### config.mk
export PLATFORM = sky130hd
export DESIGN_NAME = lim_engine
export DESIGN_NICKNAME = d
export VERILOG_FILES = /design/src/rtl/lim_pkg.sv /design/src/rtl/lim_bus_edge.sv /design/src/rtl/lim_store.sv /design/src/rtl/lim_engine.sv
export SDC_FILE = /design/constraint.sdc
export NUM_CORES = 1
export LEC_CHECK = 0
export BUFFER_PORTS_ARGS = -buffer_cell sky130_fd_sc_hd__clkbuf_2
export CAP_MARGIN = 20
export CORE_MARGIN = 3
export CORE_UTILIZATION = 45
export DETAILED_ROUTE_END_ITERATION = 8
export PLACE_DENSITY_LB_ADDON = 0.25
export SYNTH_ARGS = -nofsm -noshare
export SYNTH_HDL_FRONTEND = slang
export SYNTH_SLANG_ARGS = --single-unit
export TNS_END_PERCENT = 100
### constraint.sdc
create_clock -name clk -period 2.8 [get_ports clk]
set_input_delay 0.56 -clock clk [delete_from_list [all_inputs] [get_ports clk]]
set_output_delay 0.56 -clock clk [all_outputs]
set_load 0.02 [all_outputs]
### src/rtl/lim_pkg.sv
package lim_pkg;
    localparam int NCH    = 3;
    localparam int CH_W   = 2;
    localparam int DATA_W = 10;
    localparam int REG_W  = DATA_W + 1;

    typedef enum logic [2:0] {
        ST_IDLE = 3'd0,
        ST_RX   = 3'd1,
        ST_ACK  = 3'd2,
        ST_TX   = 3'd3,
        ST_HACK = 3'd4,
        ST_SKIP = 3'd5
    } eng_st_e;
endpackage

### src/rtl/lim_bus_edge.sv
module lim_bus_edge (
    input  logic clk,
    input  logic rst_n,
    input  logic scl_i,
    input  logic sda_i,
    output logic sda_s,
    output logic start_det,
    output logic stop_det,
    output logic scl_rise,
    output logic scl_fall
);
    typedef struct packed {
        logic [1:0] scl_sy;
        logic [1:0] sda_sy;
        logic       scl_p;
        logic       sda_p;
    } edge_t;

    edge_t q, d;

    always_comb begin
        d        = q;
        d.scl_sy = {q.scl_sy[0], scl_i};
        d.sda_sy = {q.sda_sy[0], sda_i};
        d.scl_p  = q.scl_sy[1];
        d.sda_p  = q.sda_sy[1];
    end

    always_ff @(posedge clk or negedge rst_n) begin
        if (!rst_n) q <= '1;
        else        q <= d;
    end

    assign sda_s     = q.sda_sy[1];
    assign scl_rise  =  q.scl_sy[1] & ~q.scl_p;
    assign scl_fall  = ~q.scl_sy[1] &  q.scl_p;
    assign start_det =  q.scl_sy[1] & q.scl_p & q.sda_p & ~q.sda_sy[1];
    assign stop_det  =  q.scl_sy[1] & q.scl_p & ~q.sda_p & q.sda_sy[1];
endmodule

### src/rtl/lim_store.sv
module lim_store
    import lim_pkg::*;
#(
    parameter int PROG_CYCLES = 1000
) (
    input  logic              clk,
    input  logic              rst_n,
    input  logic              wr_en,
    input  logic [CH_W-1:0]   wr_ch,
    input  logic              wr_upper,
    input  logic [REG_W-1:0]  wr_val,
    input  logic [CH_W-1:0]   rd_ch,
    output logic [REG_W-1:0]  rd_lo,
    output logic [REG_W-1:0]  rd_hi,
    output logic              busy
);
    localparam int CNT_W = $clog2(PROG_CYCLES + 1);

    typedef struct packed {
        logic [NCH-1:0][REG_W-1:0] lo;
        logic [NCH-1:0][REG_W-1:0] hi;
        logic [CNT_W-1:0]          cnt;
    } store_t;

    store_t q, d;

    always_comb begin
        d = q;
        if (wr_en) begin
            for (int i = 0; i < NCH; i++) begin
                if (wr_ch == CH_W'(i)) begin
                    if (wr_upper) d.hi[i] = wr_val;
                    else          d.lo[i] = wr_val;
                end
            end
            d.cnt = CNT_W'(PROG_CYCLES);
        end else if (q.cnt != '0) begin
            d.cnt = q.cnt - 1'b1;
        end
    end

    always_ff @(posedge clk or negedge rst_n) begin
        if (!rst_n) q <= '0;
        else        q <= d;
    end

    always_comb begin
        rd_lo = '0;
        rd_hi = '0;
        for (int i = 0; i < NCH; i++) begin
            if (rd_ch == CH_W'(i)) begin
                rd_lo = q.lo[i];
                rd_hi = q.hi[i];
            end
        end
    end

    assign busy = (q.cnt != '0);
endmodule

### src/rtl/lim_engine.sv
module lim_engine
    import lim_pkg::*;
#(
    parameter logic [3:0] DEV_ID      = 4'b1001,
    parameter int         PROG_CYCLES = 1000
) (
    input  logic clk,
    input  logic rst_n,
    input  logic scl_i,
    input  logic sda_i,
    output logic sda_oe
);
    typedef struct packed {
        eng_st_e           st;
        logic [7:0]        sh;
        logic [2:0]        cnt;
        logic              full;
        logic              addr;
        logic              rd;
        logic              wr_act;
        logic [CH_W-1:0]   ch;
        logic [1:0]        idx;
        logic              hack;
        logic              oe;
        logic              wsel;
        logic              wopt;
        logic [DATA_W-1:0] wdat;
        logic              wbad;
    } eng_t;

    eng_t q, d;

    logic sda_s, start_det, stop_det, scl_rise, scl_fall;
    logic wr_en, busy;
    logic [CH_W-1:0]  wr_ch;
    logic [REG_W-1:0] rd_lo, rd_hi;

    lim_bus_edge u_edge (
        .clk       (clk),
        .rst_n     (rst_n),
        .scl_i     (scl_i),
        .sda_i     (sda_i),
        .sda_s     (sda_s),
        .start_det (start_det),
        .stop_det  (stop_det),
        .scl_rise  (scl_rise),
        .scl_fall  (scl_fall)
    );

    lim_store #(.PROG_CYCLES(PROG_CYCLES)) u_store (
        .clk      (clk),
        .rst_n    (rst_n),
        .wr_en    (wr_en),
        .wr_ch    (wr_ch),
        .wr_upper (q.wsel),
        .wr_val   ({q.wopt, q.wdat}),
        .rd_ch    (q.ch),
        .rd_lo    (rd_lo),
        .rd_hi    (rd_hi),
        .busy     (busy)
    );

    function automatic logic [7:0] rd_byte(input logic [1:0] i, input logic [CH_W-1:0] c,
                                           input logic [REG_W-1:0] lo, input logic [REG_W-1:0] hi);
        case (i)
            2'd0:    return {1'b1, c, 1'b0, 1'b0, lo[10:8]};
            2'd1:    return lo[7:0];
            2'd2:    return {1'b1, c, 1'b0, 1'b1, hi[10:8]};
            default: return hi[7:0];
        endcase
    endfunction

    logic       addr_ok;
    logic [7:0] first_byte, next_byte;

    assign addr_ok    = (q.sh[7:4] == DEV_ID) && q.sh[3] &&
                        ({1'b0, q.sh[2:1]} < 3'(NCH)) && !busy;
    assign first_byte = rd_byte(2'd0, q.ch, rd_lo, rd_hi);
    assign next_byte  = rd_byte(q.idx + 2'd1, q.ch, rd_lo, rd_hi);

    always_comb begin
        d     = q;
        wr_en = 1'b0;
        if (start_det) begin
            d.st     = ST_RX;
            d.cnt    = '0;
            d.full   = 1'b0;
            d.addr   = 1'b1;
            d.rd     = 1'b0;
            d.wr_act = 1'b0;
            d.idx    = '0;
            d.oe     = 1'b0;
            d.wbad   = 1'b0;
        end else if (stop_det) begin
            wr_en    = q.wr_act && !q.wbad && (q.idx == 2'd2);
            d.st     = ST_IDLE;
            d.oe     = 1'b0;
            d.wr_act = 1'b0;
        end else begin
            case (q.st)
                ST_RX: begin
                    if (scl_rise) begin
                        d.sh  = {q.sh[6:0], sda_s};
                        d.cnt = q.cnt + 3'd1;
                        if (q.cnt == 3'd7) d.full = 1'b1;
                    end else if (scl_fall && q.full) begin
                        d.full = 1'b0;
                        d.cnt  = '0;
                        if (q.addr) begin
                            d.addr   = 1'b0;
                            d.ch     = q.sh[2:1];
                            d.rd     = q.sh[0];
                            d.wr_act = addr_ok && !q.sh[0];
                            d.oe     = addr_ok;
                        end else begin
                            case (q.idx)
                                2'd0: begin
                                    d.wbad = q.wbad | (q.sh[7:4] != 4'd0);
                                    d.wsel = q.sh[3];
                                    d.wopt = q.sh[2];
                                    d.wdat = {q.sh[1:0], q.wdat[7:0]};
                                    d.idx  = 2'd1;
                                    d.oe   = 1'b1;
                                end
                                2'd1: begin
                                    d.wdat = {q.wdat[9:8], q.sh};
                                    d.idx  = 2'd2;
                                    d.oe   = 1'b1;
                                end
                                default: begin
                                    d.wbad = 1'b1;
                                    d.oe   = 1'b0;
                                end
                            endcase
                        end
                        d.st = d.oe ? ST_ACK : ST_SKIP;
                    end
                end
                ST_ACK: begin
                    if (scl_fall) begin
                        d.cnt = '0;
                        if (q.rd) begin
                            d.st  = ST_TX;
                            d.idx = '0;
                            d.sh  = first_byte;
                            d.oe  = ~first_byte[7];
                        end else begin
                            d.st = ST_RX;
                            d.oe = 1'b0;
                        end
                    end
                end
                ST_TX: begin
                    if (scl_fall) begin
                        if (q.cnt == 3'd7) begin
                            d.st = ST_HACK;
                            d.oe = 1'b0;
                        end else begin
                            d.sh  = {q.sh[6:0], 1'b0};
                            d.cnt = q.cnt + 3'd1;
                            d.oe  = ~q.sh[6];
                        end
                    end
                end
                ST_HACK: begin
                    if (scl_rise) begin
                        d.hack = ~sda_s;
                    end else if (scl_fall) begin
                        if (q.hack && q.idx != 2'd3) begin
                            d.st  = ST_TX;
                            d.idx = q.idx + 2'd1;
                            d.sh  = next_byte;
                            d.cnt = '0;
                            d.oe  = ~next_byte[7];
                        end else begin
                            d.st = ST_SKIP;
                            d.oe = 1'b0;
                        end
                    end
                end
                default: ;
            endcase
        end
    end

    always_ff @(posedge clk or negedge rst_n) begin
        if (!rst_n) q <= '0;
        else        q <= d;
    end

    assign wr_ch  = q.ch;
    assign sda_oe = q.oe;
endmodule

==> results of run 1 <==
==> power groups by stage <==
stage | Combinational [µW] | Clock, µW | Sequential (µW)
2_1_floorplan | 370 | 0 | 1870
6_report | 573 | 2060 | 1870
3_5_place_dp | 566 | 0 | 1900
3_3_place_gp | 555 | 0 | 1890
5_1_grt | 630 | 2170 | 1880
4_1_cts | 568 | 2100 | 1870
==> registers in the layout (all words and copies together), names as in the netlist <==
name	cells
u_edge.sda_s	1
sda_oe	1
u_edge.q	2
u_store.q	76
wr_ch	2
u_edge.d	3
q	34
==> synth_stat cells, types with 3 or more instances <==
master,instances
nand2_1,26
inv_1,10
buf_2,6
nor2b_1,10
o2bb2ai_1,5
buf_4,3
o21ai_0,23
mux2_2,59
ha_1,10
and3_1,3
a211oi_1,3
nand3_1,14
o22ai_1,4
buf_6,4
nand2b_1,12
a21oi_1,27
nor4_1,4
mux2_4,20
nand3b_1,4
a31oi_1,8
mux2_1,4
xnor2_1,4
dfstp_2,6
nor3b_1,3
a21o_1,3
o31ai_1,3
dfrtp_1,113
mux2i_1,22
a22oi_1,8
clkbuf_1,12
or3_1,5
nor2_1,24
a22o_1,3
==> layout make-up <==
| type | count | area (µm²) | share of cell area |
|---|---|---|---|
| clock inverters | 9 | 75.1 | 0.0109 |
| multi-input cells | 355 | 2870 | 0.416 |
| inverters | 10 | 37.5 | 0.00544 |
| repair buffers | 29 | 223 | 0.0323 |
| well taps | 172 | 215 | 0.0312 |
| clock buffers | 23 | 488 | 0.0708 |
| flip-flops and latches | 119 | 2990 | 0.433 |
==> critical path, cell delays in order, from the launching register on <==
cell     delay [ps]
dfrtp_1         410
inv_1           170
ha_1            170
nand2_1          60
or4_1           650
buf_4           250
nor3_2          150
buf_4           230
mux2_2          350
==> cells by family (layout without fill, tap and decap cells) <==
family          Yosys count  count (layout)
compound gates          107             107
flops                   119             119
fa+ha+maj                10              10
simple gates            129             129
buf+inv                  36              71
mux                     105             105
xor+xnor                  4               4
==> metal layers <==
layer	share of wire	GRT usage	vias up
met3	0.040	0.0501	23
met5	0	0	-
met4	0.017	0.0686	0
li1	-	-	1923
met1	0.48	0.300	2152
met2	0.46	0.323	92
==> worst paths after layout <==
check                                 to  slack, ps        start  cells past startpoint
min reg2reg                  u_edge.d[1]        350  u_edge.d[5]                      0
min in group clk             u_edge.d[5]        230        scl_i                      1
max reg2reg                u_store.q[65]        230        q[15]                      8
max in group asynchronous  u_store.q[16]       1860        rst_n                      2
max                        u_store.q[65]        230        q[15]                      8
min                        u_store.q[30]        160        rst_n                      1
==> per-stage QoR <==
stage                     power, µW  instances   util
final                          4500        717  0.535
after global routing           4680        717  0.535
after CTS                      4540        717  0.535
after detailed placement       2460        685  0.492
after global placement         2450        685  0.492
after floorplan                2240        510      -
==> results.json, run 1 <==
{
  "dp_worst_setup_slack_ps": 246,
  "drv_slew": 0,
  "ant_nets": 0,
  "firstDrtPassIters": 5,
  "grt_pass1_wl_um": 24000,
  "syn-cell-area_um2": 6040,
  "p_sw_frac": 0.268,
  "vias": 4190,
  "synth_seq_area_share": 0.494,
  "die_height_um": 122,
  "synth_ff_type": "dfrtp_1",
  "end_kind": "register",
  "whs_ps": 159,
  "tns_ps": 0,
  "ctsRootBufferMaster": "clkbuf_16",
  "intPower_uw": 3300,
  "power_frac_seq": 0.416,
  "start_kind": "register",
  "synthAdderAreaFrac": 0.0207,
  "die-area_um2": 14800,
  "worstPathArrival_ps": 2870,
  "layout_common_cells": "dfrtp_1 (113), mux2_2 (59), a21oi_1 (27), nand2_1 (26), buf_4 (25)",
  "nets": 546,
  "synth_top_cell_by_area": "dfrtp_1",
  "skew_ps": 6.77,
  "fmax_mhz": 389,
  "viasPerCell": 5.84,
  "post_cts_buffers": 0,
  "clk_pin_slew_worst_paths_ps": 60,
  "synth_top_family_by_area": "multiplexers",
  "cp.required_ps": 3100,
  "ys_warn_count": 0,
  "maxSlewHeadroom": 0.527,
  "grt_pass1_vias": 4377,
  "cts.path.max_buffers": 2,
  "post-route-worst-setup-slack_ps": 229,
  "gp_congestion": 0.915,
  "port_buffers": 4,
  "tightest_slew_ps": 701,
  "vdd_drop_max_v": 0.000454,
  "p_switching_uw": 1210,
  "power_density_nw_per_um2": 653,
  "synth-seq-cells": 119,
  "status": "completed",
  "areaGrowthSynthToFinish_pct": 14.1,
  "row_count": 41,
  "routed_wl_um": 14400,
  "period_needed_ps": 2570,
  "synth.area.mux_share": 0.204,
  "io_pins": 5,
  "grt_usage": 0.212,
  "critical_path_class": "register to register",
  "cap_violations": 0,
  "synthesis.nets": 524,
  "fp.dieW_um": 122,
  "cts_tree": "yes",
  "worstPathMaxFanout": 11,
  "hold_violations": 0,
  "mostFrequentLayoutCell": "dfrtp_1",
  "drt_iter0_markers": 388,
  "grt_remaining_overflow": 0,
  "remaining_drc_errors": 0,
  "post-route-period-util": 0.918,
  "dpl.hpwl_um": 9740,
  "fillers": 1106,
  "synth_compound_area_frac": 0.117,
  "synthTopCellsByArea": "dfrtp_1 (47%), mux2_2 (11%), mux2_4 (5.0%)",
  "drive_above_1_share": 0.297,
  "antenna_found_initial": 0,
  "dpl_cell_area_um2": 6330,
  "start_util": 0.469,
  "diodes": 0,
  "min_path_type": "primary input to async pin",
  "finalInstanceArea_um2": 6890,
  "synth_xor_xnor_area_share": 0.00580,
  "grt_max_degree": 47,
  "synth_simple_gate_area_share": 0.128,
  "synth_area_per_cell_um2": 11.8,
  "cts_made_buffers": 17,
  "async_reset_ff_frac": 1.00,
  "clock_power_share": 0.457,
  "rsz0062_at_grt": "false",
  "post_cts_resized": 0,
  "syn_inst": 510,
  "leakagePower_uw": 0.00316,
  "ctsHoldBuffers": 0,
  "avgRoutedWirePerCell_um": 20.0,
  "p_comb_frac": 0.127,
  "h-tree-depth": 4,
  "coreArea_um2": 12900,
  "ys_types": 68,
  "worst_skew_pair.late_latency_ps": 420,
  "synth_edf_count": 0,
  "synth_top_area_frac": 0.468,
  "clock-sinks": 119,
  "finalSetupViolCount": 0
}
(Power assumes the default switching activity.)
==> run 2: changes to the inputs <==
Settings changed: CTS_BUF_LIST from default to sky130_fd_sc_hd__clkbuf_8.
==> run 2 against run 1 <==
Compared with the run above: global-route usage fell by 0.092 points; largest power group is now sequential cells; non-clock buffer count did not move; combinational power fell by 1%; largest cell class unchanged; highest routed layer unchanged; power fell by 14%; critical path type unchanged; routed wire length fell by 0.79%; clock power fell by 29%; setup slack got worse by 1.1 ps; design area fell by 2.8%; hold slack got worse by 29 ps; fmax barely moved.
==> results.json, run 2 (same netlist as run 1, synthesis figures left out) <==
{
  "status": "completed",
  "p_comb_frac": 0.145,
  "fillers": 1127,
  "areaGrowthSynthToFinish_pct": 11.0,
  "vias": 4163,
  "drt_iter0_markers": 405,
  "worstPathMaxFanout": 11,
  "cts_made_buffers": 17,
  "row_count": 41,
  "dpl_cell_area_um2": 6330,
  "cap_violations": 0,
  "avgRoutedWirePerCell_um": 19.9,
  "maxSlewHeadroom": 0.516,
  "dpl.hpwl_um": 9740,
  "critical_path_class": "register to register",
  "grt_pass1_wl_um": 23800,
  "whs_ps": 130,
  "vdd_drop_max_v": 0.000404,
  "ctsHoldBuffers": 0,
  "io_pins": 5,
  "leakagePower_uw": 0.00308,
  "start_util": 0.469,
  "post_cts_resized": 0,
  "layout_common_cells": "dfrtp_1 (113), mux2_2 (59), a21oi_1 (27), nand2_1 (26), buf_4 (25)",
  "clock-sinks": 119,
  "ctsRootBufferMaster": "clkbuf_8",
  "cp_slowest_cell": "or4_1",
  "intPower_uw": 2770,
  "antenna_found_initial": 0,
  "grt_pass1_vias": 4294,
  "p_switching_uw": 1120,
  "crit_top_cell": "buf_4",
  "cts_tree": "yes",
  "h-tree-depth": 4,
  "worstPathArrival_ps": 2900,
  "grt_max_degree": 47,
  "port_buffers": 4,
  "ant_nets": 0,
  "rsz0062_at_grt": "false",
  "cts.path.max_buffers": 2,
  "slowest_delay_ps": 650,
  "ff2ff_path_depth": 8,
  "min_path_type": "primary input to async pin",
  "worst_skew_pair.late_latency_ps": 440,
  "clk_pin_slew_worst_paths_ps": 70,
  "die_height_um": 122,
  "grt_usage": 0.211,
  "top_register": "u_store.q",
  "finalSetupViolCount": 0,
  "tightest_slew_ps": 717,
  "firstDrtPassIters": 5,
  "diodes": 0,
  "start_kind": "register",
  "drive_above_1_share": 0.297,
  "grt_remaining_overflow": 0,
  "power_frac_seq": 0.480,
  "period_needed_ps": 2570,
  "dp_cells": 685,
  "hold_violations": 0,
  "routed_wl_um": 14200,
  "post_cts_buffers": 0,
  "die-area_um2": 14800,
  "cp_cell_sequence": "inv_1, ha_1, nand2_1, or4_1, buf_4, nor3_2, buf_4, mux2_2",
  "instances_no_fill": 717,
  "gp_congestion": 0.915,
  "finalInstanceArea_um2": 6700,
  "fin_util": 0.521,
  "viasPerCell": 5.81,
  "skew_ps": 9.46,
  "p_sw_frac": 0.289,
  "remaining_drc_errors": 0,
  "tns_ps": 0,
  "fmax_mhz": 389,
  "clock_power_share": 0.375,
  "largest_register_ffs": 76,
  "end_kind": "register",
  "post-route-period-util": 0.919,
  "fp.dieW_um": 122,
  "mostFrequentLayoutCell": "dfrtp_1",
  "coreArea_um2": 12900,
  "cp.required_ps": 3120,
  "nets": 546,
  "drv_slew": 0,
  "power_density_nw_per_um2": 581
}
==> run 2: cell count changes in the layout (fill, tap and decap cells not counted) <==
cell / before / now
clkbuf_1: 2 / 0
clkbuf_16: 17 / 0
inv_1: 10 / 12
clkbuf_8: 4 / 21
==> run 2: area by class of cell <==
cell class | count | area, µm² | area share
Inverter | 10 | 37.5 | 0.00560
Clock buffer | 21 | 289 | 0.0431
Timing Repair Buffer | 29 | 223 | 0.0332
Sequential cell | 119 | 2990 | 0.445
Clock inverter | 11 | 82.6 | 0.0123
Tap cell | 172 | 215 | 0.0321
Multi-Input combinational cell | 355 | 2870 | 0.428
==> run 2: per-stage QoR <==
stage	worst slack [ps]	total power, µW
finish	228	3890
global route	95.1	4090
CTS	231	3940
detailed placement	246	2460
global placement	271	2450
floorplan	630	2240
==> run 2: final timing paths <==
check	start	slack (ps)	endpoint
min in group clk	scl_i	200	u_edge.d[5]
max	q[15]	230	u_store.q[70]
min	rst_n	130	u_store.q[30]
min reg2reg	u_edge.d[5]	360	u_edge.d[1]
max reg2reg	q[15]	230	u_store.q[70]
max in group asynchronous	rst_n	1890	u_store.q[16]
==> run 2: power by group through the flow <==
stage | clock [µW] | combinational (µW) | sequential (µW)
2_1_floorplan | 0 | 370 | 1870
3_3_place_gp | 0 | 555 | 1890
3_5_place_dp | 0 | 566 | 1900
4_1_cts | 1500 | 566 | 1870
5_1_grt | 1580 | 628 | 1880
6_report | 1460 | 567 | 1870
==> run 2: metal layers <==
metal / share of wire / global-route usage / wire length (µm)
met1: 0.49 / 0.302 / 6920
met2: 0.46 / 0.313 / 6530
met3: 0.042 / 0.0576 / 603
met4: 0.013 / 0.0665 / 187
met5: 0 / 0 / 0
==> run 2: worst max-delay path, delay by kind of cell (launching register included) <==
family | cells | cell delay (ps)
muxes | 1 | 350
adders and majority gates | 1 | 170
buffers and inverters | 3 | 650
DFF | 1 | 420
and+or+nand+nor | 3 | 850
==> run 3: changes to the inputs <==
--- a/config.mk
+++ b/config.mk
@@ -12,5 +12,5 @@
 export CTS_BUF_LIST = sky130_fd_sc_hd__clkbuf_8
 export DETAILED_ROUTE_END_ITERATION = 8
-export PLACE_DENSITY_LB_ADDON = 0.25
+export PLACE_DENSITY = 0.59
 export SYNTH_ARGS = -nofsm -noshare
 export SYNTH_HDL_FRONTEND = slang
==> constraint.sdc (replaced) <==
create_clock -name clk -period 2.8 [get_ports clk]
set_input_delay 0.14 -clock clk [delete_from_list [all_inputs] [get_ports clk]]
set_output_delay 0.14 -clock clk [all_outputs]
set_load 0.02 [all_outputs]
==> run 3 against run 2 <==
Compared with the run above: combinational power grew 1%; sequential share of layout area shrank 0.76 points; design area is 1.7% higher; largest cell class unchanged; hold slack improved by 110 ps; setup slack better by 59 ps; routed wire length rose by 1.3%; register-to-register slack better by 60 ps; utilization grew 0.90 points; largest power group unchanged.
==> results.json, run 3 (same netlist as run 1, synthesis figures left out) <==
{
  "post_cts_resized": 0,
  "grt_pass1_vias": 4260,
  "fp.dieW_um": 122,
  "grt_max_degree": 73,
  "rsz0062_at_grt": "false",
  "layout_common_cells": "dfrtp_1 (113), mux2_2 (59), a21oi_1 (27), nand2_1 (26), buf_4 (26)",
  "hold_violations": 0,
  "grt_pass1_wl_um": 23500,
  "drv_slew": 0,
  "cts_tree": "yes",
  "io_pins": 5,
  "antenna_found_initial": 0,
  "cap_violations": 0,
  "firstDrtPassIters": 5,
  "routed_wl_um": 14400,
  "h-tree-depth": 4,
  "start_util": 0.469,
  "cts_made_buffers": 17,
  "instances_no_fill": 722,
  "die_height_um": 122,
  "post-route-period-util": 0.898,
  "power_density_nw_per_um2": 611,
  "port_buffers": 4,
  "ant_nets": 0,
  "drive_above_1_share": 0.291,
  "start_kind": "register",
  "coreArea_um2": 12900,
  "r2r_start": "q[15]",
  "min_path_type": "primary input to async pin",
  "worstPathArrival_ps": 2850,
  "maxSlewHeadroom": 0.526,
  "leakagePower_uw": 0.00315,
  "cp.required_ps": 3130,
  "period_needed_ps": 2510,
  "fin_util": 0.530,
  "worst_skew_pair.late_latency_ps": 450,
  "drt_iter0_markers": 387,
  "tightest_slew_ps": 702,
  "cts.path.max_buffers": 2,
  "fmax_mhz": 398,
  "vias": 4206,
  "areaGrowthSynthToFinish_pct": 12.9,
  "tns_ps": 0,
  "viasPerCell": 5.83,
  "vdd_drop_max_v": 0.000396,
  "clock-sinks": 119,
  "die-area_um2": 14800,
  "critical_path_class": "register to register",
  "r2r_slack_ps": 290,
  "clk_pin_slew_worst_paths_ps": 70,
  "row_count": 41,
  "top_register": "u_store.q",
  "mostFrequentLayoutCell": "dfrtp_1",
  "dp_cells": 687,
  "avgRoutedWirePerCell_um": 20.0,
  "finalSetupViolCount": 0,
  "nets": 551,
  "worstReg2RegEnd": "u_store.q[68]",
  "ff2ff_path_depth": 8,
  "gp_congestion": 0.906,
  "worstPathMaxFanout": 11,
  "skew_ps": 9.83,
  "grt_usage": 0.211,
  "remaining_drc_errors": 0,
  "status": "completed",
  "ctsRootBufferMaster": "clkbuf_8",
  "grt_remaining_overflow": 0,
  "diodes": 0,
  "end_kind": "register",
  "dpl.hpwl_um": 9770,
  "largest_register_ffs": 76
}
==> run 3: timing repair <==
item	CTS	global route
hold buffers	3	0
hold endpoints to repair	43	0
setup buffers	0	0
==> run 3: power by group <==
part           switching (µW)  internal [µW]
logic                     366            207
clock network             684           1030
registers                96.5           1780
==> run 3: per-stage QoR <==
stage	cell area, µm²	worst slack [ps]	total power (µW)	hold WS (ps)
6_report	6820	287	4170	244
3_3_place_gp	6360	354	2450	191
3_5_place_dp	6360	296	2470	203
2_1_floorplan	6040	630	2240	-156
4_1_cts	6820	273	4200	259
5_1_grt	6820	137	4380	273
==> run 3: critical path: stages (launching register included) <==
cell	delay (ps)
dfrtp_1	420
inv_1	160
ha_1	170
nand2_1	60
or4_1	600
buf_4	240
nor3_2	140
buf_4	240
mux2_2	360
==> run 3: area by class of cell <==
class / count / area (µm²)
fill: 1162 / 6060
clock inverter: 15 / 196
inverter: 10 / 37.5
sequential: 119 / 2990
multi-input combinational: 355 / 2870
tap: 172 / 215
timing repair buffer: 34 / 280
clock buffer: 17 / 234
==> run 3: how the worst max path moves through the flow <==
stage	depth (start not counted)	endpoint	slack, ps	start
floorplan	6	u_store.q[55]	630	u_edge.sda_s
global placement	6	u_store.q[68]	350	u_edge.sda_s
detailed placement	6	u_store.q[68]	300	u_edge.sda_s
CTS	6	u_store.q[68]	270	u_edge.sda_s
global route	8	u_store.q[68]	140	q[15]
finish	8	u_store.q[68]	290	q[15]
==> run 3: layer usage <==
metal | part of all wire | track usage | up-vias
met2 | 0.46 | 0.322 | 87
met5 | 0 | 0 | -
met1 | 0.48 | 0.293 | 2159
li1 | - | - | 1934
met3 | 0.031 | 0.0492 | 26
met4 | 0.023 | 0.0840 | 0
